### src/rtl/pipe_hz_pkg.sv
package pipe_hz_pkg;
  typedef enum logic [1:0] {
    SEL_RF  = 2'b00,
    SEL_WB  = 2'b01,
    SEL_MEM = 2'b10
  } opnd_sel_e;

  localparam int NSRC = 2;
endpackage

### src/rtl/pipe_fwd_pick.sv
module pipe_fwd_pick
  import pipe_hz_pkg::*;
#(
  parameter int AW = 5
) (
  input  logic [AW-1:0] src,
  input  logic [AW-1:0] mem_rd,
  input  logic          mem_we,
  input  logic [AW-1:0] wb_rd,
  input  logic          wb_we,
  output opnd_sel_e     sel,
  output logic          hit_mem,
  output logic          hit_wb
);
  // A later stage can supply a source when it writes a real register equal to it
  function automatic logic producer_match(
    input logic [AW-1:0] s,
    input logic [AW-1:0] d,
    input logic          we
  );
    return we && (d != '0) && (d == s);
  endfunction

  assign hit_mem = producer_match(src, mem_rd, mem_we);
  assign hit_wb  = producer_match(src, wb_rd, wb_we);

  always_comb begin
    if (hit_mem)     sel = SEL_MEM;
    else if (hit_wb) sel = SEL_WB;
    else             sel = SEL_RF;
  end
endmodule

### src/rtl/pipe_lu_detect.sv
module pipe_lu_detect #(
  parameter int AW   = 5,
  parameter int NSRC = 2
) (
  input  logic [NSRC*AW-1:0] id_src_flat,
  input  logic [NSRC-1:0]    id_used,
  input  logic [AW-1:0]      ex_rd,
  input  logic               ex_we,
  input  logic               ex_is_load,
  output logic               lu_hit
);
  logic [NSRC-1:0] src_hit;
  logic            load_pending;

  assign load_pending = ex_is_load && ex_we && (ex_rd != '0);

  for (genvar g = 0; g < NSRC; g++) begin : g_src
    assign src_hit[g] = id_used[g] && (id_src_flat[g*AW +: AW] == ex_rd);
  end

  assign lu_hit = load_pending && (|src_hit);
endmodule

### src/rtl/pipe_ctl_arb.sv
module pipe_ctl_arb (
  input  logic lu_hit,
  input  logic br_taken,
  output logic stall_pc,
  output logic stall_ifid,
  output logic idex_nop,
  output logic flush_ifid
);
  logic stall_ok;

  // A redirect discards the stalled instruction, so holding it is pointless
  assign stall_ok   = lu_hit && !br_taken;
  assign stall_pc   = stall_ok;
  assign stall_ifid = stall_ok;
  assign flush_ifid = br_taken;
  assign idex_nop   = br_taken || lu_hit;
endmodule

### src/rtl/pipe_hazard_unit.sv
module pipe_hazard_unit
  import pipe_hz_pkg::*;
#(
  parameter int AW = 5
) (
  input  logic [AW-1:0] id_rs1,
  input  logic          id_rs1_used,
  input  logic [AW-1:0] id_rs2,
  input  logic          id_rs2_used,
  input  logic [AW-1:0] ex_rs1,
  input  logic [AW-1:0] ex_rs2,
  input  logic [AW-1:0] ex_rd,
  input  logic          ex_we,
  input  logic          ex_is_load,
  input  logic [AW-1:0] mem_rd,
  input  logic          mem_we,
  input  logic [AW-1:0] wb_rd,
  input  logic          wb_we,
  input  logic          ex_br_taken,
  output logic [1:0]    fwd_a_sel,
  output logic [1:0]    fwd_b_sel,
  output logic          stall_pc,
  output logic          stall_ifid,
  output logic          idex_nop,
  output logic          flush_ifid
);
  localparam int SRCW = NSRC * AW;

  logic [AW-1:0]   ex_src   [NSRC];
  opnd_sel_e       op_sel   [NSRC];
  logic [NSRC-1:0] hit_mem;
  logic [NSRC-1:0] hit_wb;
  logic [SRCW-1:0] id_src_flat;
  logic [NSRC-1:0] id_used;
  logic            lu_hit;

  assign ex_src[0]   = ex_rs1;
  assign ex_src[1]   = ex_rs2;
  assign id_src_flat = {id_rs2, id_rs1};
  assign id_used     = {id_rs2_used, id_rs1_used};

  for (genvar g = 0; g < NSRC; g++) begin : g_opnd
    pipe_fwd_pick #(.AW(AW)) u_pick (
      .src     (ex_src[g]),
      .mem_rd  (mem_rd),
      .mem_we  (mem_we),
      .wb_rd   (wb_rd),
      .wb_we   (wb_we),
      .sel     (op_sel[g]),
      .hit_mem (hit_mem[g]),
      .hit_wb  (hit_wb[g])
    );
  end

  assign fwd_a_sel = op_sel[0];
  assign fwd_b_sel = op_sel[1];

  pipe_lu_detect #(.AW(AW), .NSRC(NSRC)) u_lu (
    .id_src_flat (id_src_flat),
    .id_used     (id_used),
    .ex_rd       (ex_rd),
    .ex_we       (ex_we),
    .ex_is_load  (ex_is_load),
    .lu_hit      (lu_hit)
  );

  pipe_ctl_arb u_arb (
    .lu_hit     (lu_hit),
    .br_taken   (ex_br_taken),
    .stall_pc   (stall_pc),
    .stall_ifid (stall_ifid),
    .idex_nop   (idex_nop),
    .flush_ifid (flush_ifid)
  );
endmodule

### config.mk
export PLATFORM = sky130hd
export DESIGN_NAME = pipe_hazard_unit
export DESIGN_NICKNAME = d
export VERILOG_FILES = /design/src/rtl/pipe_hz_pkg.sv /design/src/rtl/pipe_fwd_pick.sv /design/src/rtl/pipe_lu_detect.sv /design/src/rtl/pipe_ctl_arb.sv /design/src/rtl/pipe_hazard_unit.sv
export SDC_FILE = /design/constraint.sdc
export NUM_CORES = 1
export LEC_CHECK = 0
export BUFFER_PORTS_ARGS = -buffer_cell sky130_fd_sc_hd__clkbuf_2
export CELL_PAD_IN_SITES_DETAIL_PLACEMENT = 0
export CELL_PAD_IN_SITES_GLOBAL_PLACEMENT = 1
export CORE_MARGIN = 1
export CORE_UTILIZATION = 22
export DETAILED_ROUTE_END_ITERATION = 6
export PLACE_DENSITY_LB_ADDON = 0.15
export SLEW_MARGIN = 20
export SYNTH_ARGS = -nofsm -noshare
export SYNTH_HDL_FRONTEND = slang
export SYNTH_SLANG_ARGS = --single-unit
### constraint.sdc
create_clock -name vclk -period 1.8
set_input_delay 0.27 -clock vclk [all_inputs]
set_output_delay 0.27 -clock vclk [all_outputs]
set_load 0.01 [all_outputs]
==> impl_metrics.csv, run 1 <==
group,metric,value,unit
critical_path,crit_path_start_kind,"input pin",
critical_path,crit_path_end_kind,"primary output",
pwr,p_leak,0.0003770,uW
detailed_routing,firstDrtPassIters,3,
timing,maxSlewHeadroom,0.7894,
critical_path,slowest_delay,530,ps
detailed_routing,drt-initial-drc-count,9,
synthesis,syn_area,439.2,sq um
floorplanning,die_height,46.68,um
place,dp_hpwl,1.205,mm
critical_path,crit_chain,"clkbuf_8 -> xor2_1 -> or4_4 -> nor4_2 -> buf_2",
timing,tns,0,ps
pwr,powerDensity,203.1,mW/mm^2
synthesis,yosys.area.top_type,"xor2_1",
place,dpl_worst_slack,-64.10,ps
detailed_routing,vias,566,
critical_path,path_class,"input pin to primary output",
critical_path,cp.arrival,1490,ps
synthesis,avgSynthCellArea,8.133,sq um
floorplanning,rows,15,
critical_path,crit_slowest_cell,"or4_4",
floorplanning,dieArea,0.002179,sq mm
flow_run,drv_cap,0,
floorplanning,core_area,0.001802,sq mm
final_layout,fin_nets,149,
hold_path,hold_class,"input pin to primary output",
detailed_routing,post-route-drc-count,0,
synthesis,synth_top_cell_area_share,0.4387,
final_layout,n_sequential_cell,0,
clock_network,cts_hold_buffers,0,
synthesis,synth_cell_types,14,
place,gp_congestion,0.6715,
critical_path,crit_fanout,3,
global_routing,grt_pass1_wl,2.001,mm
timing,worst_slew_pin_slew,313.3,ps
timing,setup_violations,0,
synthesis,yosysWarningCount,0,
detailed_routing,viasPerCell,4.354,
timing,fmax,0.5670,GHz
timing,min_period,1764,ps
synthesis,synthTopCellsByCount,"22 x xor2_1, 8 x xnor2_1, 5 x or4_1",
floorplanning,initial_core_util,0.2437,
floorplanning,io_pins,50,
place,io_buffers,50,
detailed_routing,wire_per_inst,10.10,um
final_layout,seq_area,0,sq um
critical_path,required,1530,ps
detailed_routing,wirelength,1.313,mm
detailed_routing,ant_nets,0,
final_layout,design_area,773.2,sq um
place,postPlaceCellArea,720.7,sq um
final_layout,clock_buffer_count,0,
timing,rsz0062_at_grt,"yes",
floorplanning,die_x,46.68,um
global_routing,gr-total-overflow,0,
synthesis,synthTopCellsByArea,"xor2_1 44%, xnor2_1 16%, or4_1 8.5%",
synthesis,yosysMostFrequentCell,"xor2_1",
timing,drv_slew,0,
global_routing,grt_max_degree,4,
timing,hold-worst-slack,761.9,ps
timing,fin_ws,36.22,ps
global_routing,antenna_found_initial,0,
final_layout,n_antenna_cell,0,
global_routing,grt_usage,0.1206,
pwr,vdd_drop_max,0.00007080,V
synthesis,netlist_instances,54,
final_layout,instances_no_fill,130,
outcome,outcome,"finished clean",
synthesis,synth_fp_nets,96,
synthesis,ys_seq_area_frac,0,
timing,post-route-period-util,0.9799,
timing,hold_violations,0,
place,dp.cells,129,
global_routing,grt_pass1_vias,518,
final_layout,layout-drive-gt1-share,0.5905,
final_layout,syn2layout_area_growth,76.07,%
==> cell families after synthesis <==
family	synth area share
AOI/OAI and AO/OA	0.08548
xor gates and xnor gates	0.5983
buffers and inverters	0.06838
and+or+nand+nor	0.2479
==> power by group <==
| part | internal [uW] | switching, uW | leakage (uW) |
|---|---|---|---|
| clock network | 0 | 0 | 0 |
| logic | 85.7 | 71.3 | 0.000377 |
| registers | 0 | 0 | 0 |
| total | 85.7 | 71.3 | 0.000377 |
==> per-layer routing <==
layer,vias up,GRT usage,wire (um)
met4,0,0,0
met5,-,0,0
met2,32,0.2639,694
met1,238,0.1287,494
li1,296,-,-
met3,0,0.003922,124
==> cell type report <==
cell class	count	area [sq um]
timing repair buffer	55	305.3
fill	208	1028
tap	25	31.28
multi-input combinational	50	436.7
==> path summary, 6_finish.rpt <==
kind / start / endpoint / slack (ps) / depth (start not counted)
setup / recovery: wb_rd[2] / fwd_a_sel[0] / 40 / 5
hold / removal: ex_br_taken / flush_ifid / 760 / 2
==> through the flow <==
step	util	total power, uW
floorplan	-	65.79
global placement	0.4000	146.6
detailed placement	0.4000	147.3
CTS	0.4236	156.4
global route	0.4292	174.8
finish	0.4292	157.0
==> worst max-delay path: cells and delay by family <==
kind                   cells  cell delay [ps]
XOR/XNOR                   1              150
buffers and inverters      2              280
AND/OR/NAND/NOR            2              790
==> cell usage in the layout, fill, tap and decap left out, drive strengths merged <==
master / instances
nor4: 6
o21bai: 1
buf: 7
xor2: 22
o21ai: 2
nand3: 2
xnor2: 8
o211ai: 1
nor3: 1
and2: 1
or4: 5
a32oi: 1
clkbuf: 48
==> repair_timing <==
| item | CTS | global route |
|---|---|---|
| setup buffers | 1 | 0 |
| gates resized for setup | 5 | 4 |
| pin swaps | 6 | 2 |
| endpoints found under the setup margin | 2 | 3 |
Power figures use the tool's default switching activity.
==> run 2: changes to the inputs <==
BUFFER_PORTS_ARGS = not set   (was -buffer_cell sky130_fd_sc_hd__clkbuf_2)
CORE_AREA = 2 2 39 41   (was not set)
CORE_MARGIN = not set   (was 1)
CORE_UTILIZATION = not set   (was 22)
DIE_AREA = 0 0 41 43   (was not set)
DONT_BUFFER_PORTS = 1   (was not set)
GPL_ROUTABILITY_DRIVEN = 0   (was not set)
==> impl_metrics.csv, run 2 (synthesized netlist as in run 1, its figures left out) <==
group,metric,value,unit
place,postPlaceCellArea,459.2,sq um
critical_path,crit_path_start_kind,"input pin",
critical_path,required,1530,ps
final_layout,final_common_cell,"xor2_1",
critical_path,crit_slowest_cell,"or4_1",
global_routing,gr-total-overflow,0,
final_layout,n_sequential_cell,0,
global_routing,grt_pass1_vias,487,
floorplanning,die_height,43,um
pwr,p_leak,0.0001509,uW
pwr,vdd_drop_max,0.00003623,V
global_routing,antenna_found_initial,0,
final_layout,design_area,459.2,sq um
hold_path,hold_class,"input pin to primary output",
floorplanning,initial_core_util,0.3174,
detailed_routing,wirelength,1.112,mm
final_layout,clock_buffer_count,0,
timing,rsz0062_at_grt,"yes",
critical_path,crit_fanout,3,
critical_path,startpoint,"mem_rd[1]",
final_layout,layout-drive-gt1-share,0.1296,
pwr,power,70.51,uW
timing,hold-worst-slack,540.1,ps
critical_path,crit_chain,"or4_1 -> o21ai_2 -> nor4_1 -> nor4_2 -> buf_4",
final_layout,n_antenna_cell,0,
global_routing,grt_max_degree,4,
critical_path,crit_family,"simple AND/OR/NAND/NOR gates",
timing,post-route-period-util,0.9594,
floorplanning,core_area,0.001384,sq mm
global_routing,grt_usage,0.1269,
detailed_routing,post-route-drc-count,0,
detailed_routing,viasPerCell,5.700,
clock_network,cts_resized,0,
detailed_routing,wire_per_inst,15.89,um
critical_path,crit_buf_inv,1,
critical_path,cp-endpoint,"fwd_b_sel[0]",
floorplanning,dieArea,0.001763,sq mm
detailed_routing,ant_nets,0,
flow_run,drv_cap,0,
detailed_routing,drt-initial-drc-count,5,
final_layout,post-route-util,0.3318,
final_layout,syn2layout_area_growth,4.558,%
detailed_routing,vias,399,
global_routing,grt_pass1_wl,1.676,mm
final_layout,fin_nets,98,
timing,setup_violations,0,
critical_path,path_class,"input pin to primary output",
pwr,powerDensity,153.5,mW/mm^2
floorplanning,io_pins,50,
timing,min_period,1727,ps
timing,maxSlewHeadroom,0.7069,
critical_path,cp.arrival,1460,ps
critical_path,crit_path_end_kind,"primary output",
place,io_buffers,0,
detailed_routing,firstDrtPassIters,2,
final_layout,seq_area,0,sq um
timing,fmax,0.5791,GHz
timing,drv_slew,0,
floorplanning,rows,14,
timing,worst_slew_pin_slew,435.7,ps
critical_path,slowest_delay,520,ps
final_layout,layout_common_cells,"22 x xor2_1, 8 x xnor2_1, 5 x or4_1",
floorplanning,die_x,41,um
critical_path,path_depth,5,
timing,hold_violations,0,
outcome,outcome,"finished clean",
-- run 2: cell count changes in the layout (fill, tap and decap cells not counted), sizes merged --
cell	before	now
buf	7	4
clkbuf	48	0
-- run 2: how the worst min path moves through the flow --
stage	to	slack, ps	from	depth (start not counted)
after CTS	flush_ifid	540	ex_br_taken	0
after global routing	flush_ifid	540	ex_br_taken	0
after floorplan	stall_ifid	600	ex_br_taken	1
final	flush_ifid	540	ex_br_taken	0
after global placement	flush_ifid	540	ex_br_taken	0
after detailed placement	flush_ifid	540	ex_br_taken	0
-- run 2: area by class of cell --
cell class | instances | area [sq um]
fillers | 154 | 924.6
repair buffers | 4 | 30.03
well taps | 16 | 20.02
multi-input cells | 50 | 409.1
-- run 2: metal layers --
layer / global-route usage / share of wire / wire, um
met1: 0.1108 / 0.26 / 294
met2: 0.2750 / 0.56 / 625
met3: 0.02094 / 0.17 / 192
met4: 0 / 0 / 0
met5: 0 / 0 / 0
-- run 2: stage by stage --
| stage | worst slack, ps | setup TNS [ps] | instances |
|---|---|---|---|
| 2_1_floorplan | 154.7 | 0 | 54 |
| 3_3_place_gp | 90.45 | 0 | 70 |
| 3_5_place_dp | 54.53 | 0 | 70 |
| 4_1_cts | 56.30 | 0 | 70 |
| 5_1_grt | -3.326 | -3.326 | 70 |
| 6_report | 73.09 | 0 | 70 |
-- run 2: repair_timing --
action / CTS / global route
setup buffers: 0 / 0
hold buffers: 0 / 0
endpoints found under the setup margin: 0 / 1
-- run 2: report_power, final --
group | switching [uW] | internal [uW]
Clock | 0 | 0
Combinational | 27.4 | 43.1
Sequential | 0 | 0
Total | 27.4 | 43.1
==> run 3: changes to the inputs <==
SYNTH_HIERARCHICAL = 1   (was not set)
==> impl_metrics.csv, run 3 <==
group,metric,value,unit
final_layout,n_sequential_cell,0,
timing,maxSlewHeadroom,0.6486,
global_routing,gr-total-overflow,0,
critical_path,required,1530,ps
timing,hold_violations,0,
final_layout,n_antenna_cell,0,
final_layout,syn2layout_area_growth,1.000,%
clock_network,cts_setup_buffers,0,
place,io_buffers,0,
detailed_routing,firstDrtPassIters,2,
timing,tns,0,ps
detailed_routing,post-route-drc-count,0,
final_layout,layout_common_cells,"16 x xnor2_1, 8 x nand2_1, 8 x xor2_1",
flow_run,drv_cap,0,
synthesis,synthTopCellsByCount,"16 x xnor2_1, 8 x nand2_1, 8 x xor2_1",
critical_path,crit_path_end_kind,"primary output",
global_routing,grt_pass1_wl,1.731,mm
detailed_routing,viasPerCell,5.570,
global_routing,grt_max_degree,5,
floorplanning,rows,14,
detailed_routing,wirelength,1.142,mm
pwr,switchingPower,29.46,uW
critical_path,startpoint,"ex_rd[3]",
detailed_routing,drt-initial-drc-count,1,
global_routing,grt_usage,0.1351,
synthesis,synth_fp_nets,107,
global_routing,antenna_found_initial,0,
synthesis,yosys.area.top_type,"xnor2_1",
critical_path,crit_fanout,3,
synthesis,synth_top_cell_area_share,0.2800,
final_layout,layout-drive-gt1-share,0.1429,
detailed_routing,wire_per_inst,14.46,um
synthesis,yosysMostFrequentCell,"xnor2_1",
floorplanning,io_pins,50,
timing,worst_slew_pin_slew,524.0,ps
pwr,p_leak,0.0001527,uW
critical_path,path_class,"input pin to primary output",
pwr,p_seq_frac,0,
pwr,clockPowerShare,0,
floorplanning,die_x,41,um
synthesis,avgSynthCellArea,7.700,sq um
pwr,swShare,0.3607,
synthesis,synthTopCellsByArea,"xnor2_1 28%, xor2_1 14%, o41ai_2 6.5%",
floorplanning,core_area,0.001384,sq mm
synthesis,syn_area,500.5,sq um
critical_path,cp.arrival,1300,ps
detailed_routing,vias,440,
outcome,outcome,"finished clean",
floorplanning,die_height,43,um
final_layout,seq_area,0,sq um
synthesis,yosysWarningCount,6,
final_layout,final_common_cell,"xnor2_1",
place,dp_hpwl,1.054,mm
final_layout,clock_buffer_count,0,
synthesis,synth_cell_types,17,
detailed_routing,ant_nets,0,
timing,rsz0062_at_grt,"no",
final_layout,fin_nets,107,
pwr,p_int,52.22,uW
pwr,vdd_drop_max,0.00005579,V
clock_network,cts_resized,0,
pwr,comb_power_share,1.000,
global_routing,grt_pass1_vias,416,
timing,drv_slew,0,
floorplanning,dieArea,0.001763,sq mm
final_layout,final.fill_count,157,
timing,setup_violations,0,
synthesis,ys_seq_area_frac,0,
clock_network,cts_hold_buffers,0,
final_layout,post-route-util,0.3653,
timing,fmax,0.6388,GHz
timing,min_period,1565,ps
floorplanning,initial_core_util,0.3617,
critical_path,crit_path_start_kind,"input pin",
hold_path,hold_class,"input pin to primary output",
pwr,powerDensity,161.6,mW/mm^2
critical_path,cp-endpoint,"stall_pc",
synthesis,netlist_instances,65,
timing,post-route-period-util,0.8697,
==> run 3: cell count changes in the layout (fill, tap and decap cells not counted), moves of 3 or more <==
cell / change
xor2_1: -14
or4_1: -4
nor2b_1: +3
nand2_1: +8
nor2_1: +4
nand3_1: +4
xnor2_1: +8
==> run 3: metrics by stage <==
| step | hold slack [ps] | worst slack [ps] | cells | instance area [sq um] | power (uW) |
|---|---|---|---|---|---|
| after floorplan | 593.7 | 194.8 | 65 | 500.5 | 77.69 |
| final | 540.0 | 234.6 | 79 | 505.5 | 81.69 |
| after global routing | 540.0 | 104.5 | 79 | 505.5 | 93.27 |
| after CTS | 540.2 | 225.5 | 79 | 505.5 | 83.01 |
| after detailed placement | 540.2 | 221.8 | 79 | 505.5 | 82.95 |
| after global placement | 540.2 | 231.0 | 79 | 505.5 | 82.68 |
==> run 3: cells by family after synthesis <==
| family | count (synthesis) | share of synthesized area |
|---|---|---|
| AOI/OAI and AO/OA | 10 | 0.2150 |
| xor gates and xnor gates | 26 | 0.4850 |
| buffers and inverters | 4 | 0.06000 |
| and+or+nand+nor | 25 | 0.2400 |
==> run 3: layout make-up <==
type / instances / area [sq um] / area share
repair buffers: 2 / 15.01 / 0.02970
well taps: 16 / 20.02 / 0.03960
multi-input cells: 61 / 470.5 / 0.9307
==> run 3: power groups by stage <==
stage / combinational (uW) / clock (uW) / sequential, uW
global route: 93.3 / 0 / 0
floorplan: 77.7 / 0 / 0
detailed placement: 83.0 / 0 / 0
finish: 81.7 / 0 / 0
global placement: 82.7 / 0 / 0
CTS: 83.0 / 0 / 0
==> run 3: worst min-delay path by stage <==
stage / slack, ps / from / cells past startpoint / to
2_1_floorplan: 590 / ex_br_taken / 1 / stall_ifid
3_3_place_gp: 540 / ex_br_taken / 0 / flush_ifid
3_5_place_dp: 540 / ex_br_taken / 0 / flush_ifid
4_1_cts: 540 / ex_br_taken / 0 / flush_ifid
5_1_grt: 540 / ex_br_taken / 0 / flush_ifid
6_report: 540 / ex_br_taken / 0 / flush_ifid
==> run 3: layer usage <==
metal,track usage,vias to the layer above,routed length (um)
li1,-,224,-
met1,0.1815,185,426
met2,0.2250,29,570
met3,0.02618,2,137
met4,0.006667,0,8
met5,0,-,0
==> run 3: critical path, cell delays in order <==
cell      delay, ps
or4_1           540
o211ai_2        150
a21oi_1          60
nor2b_1         130
buf_4           150
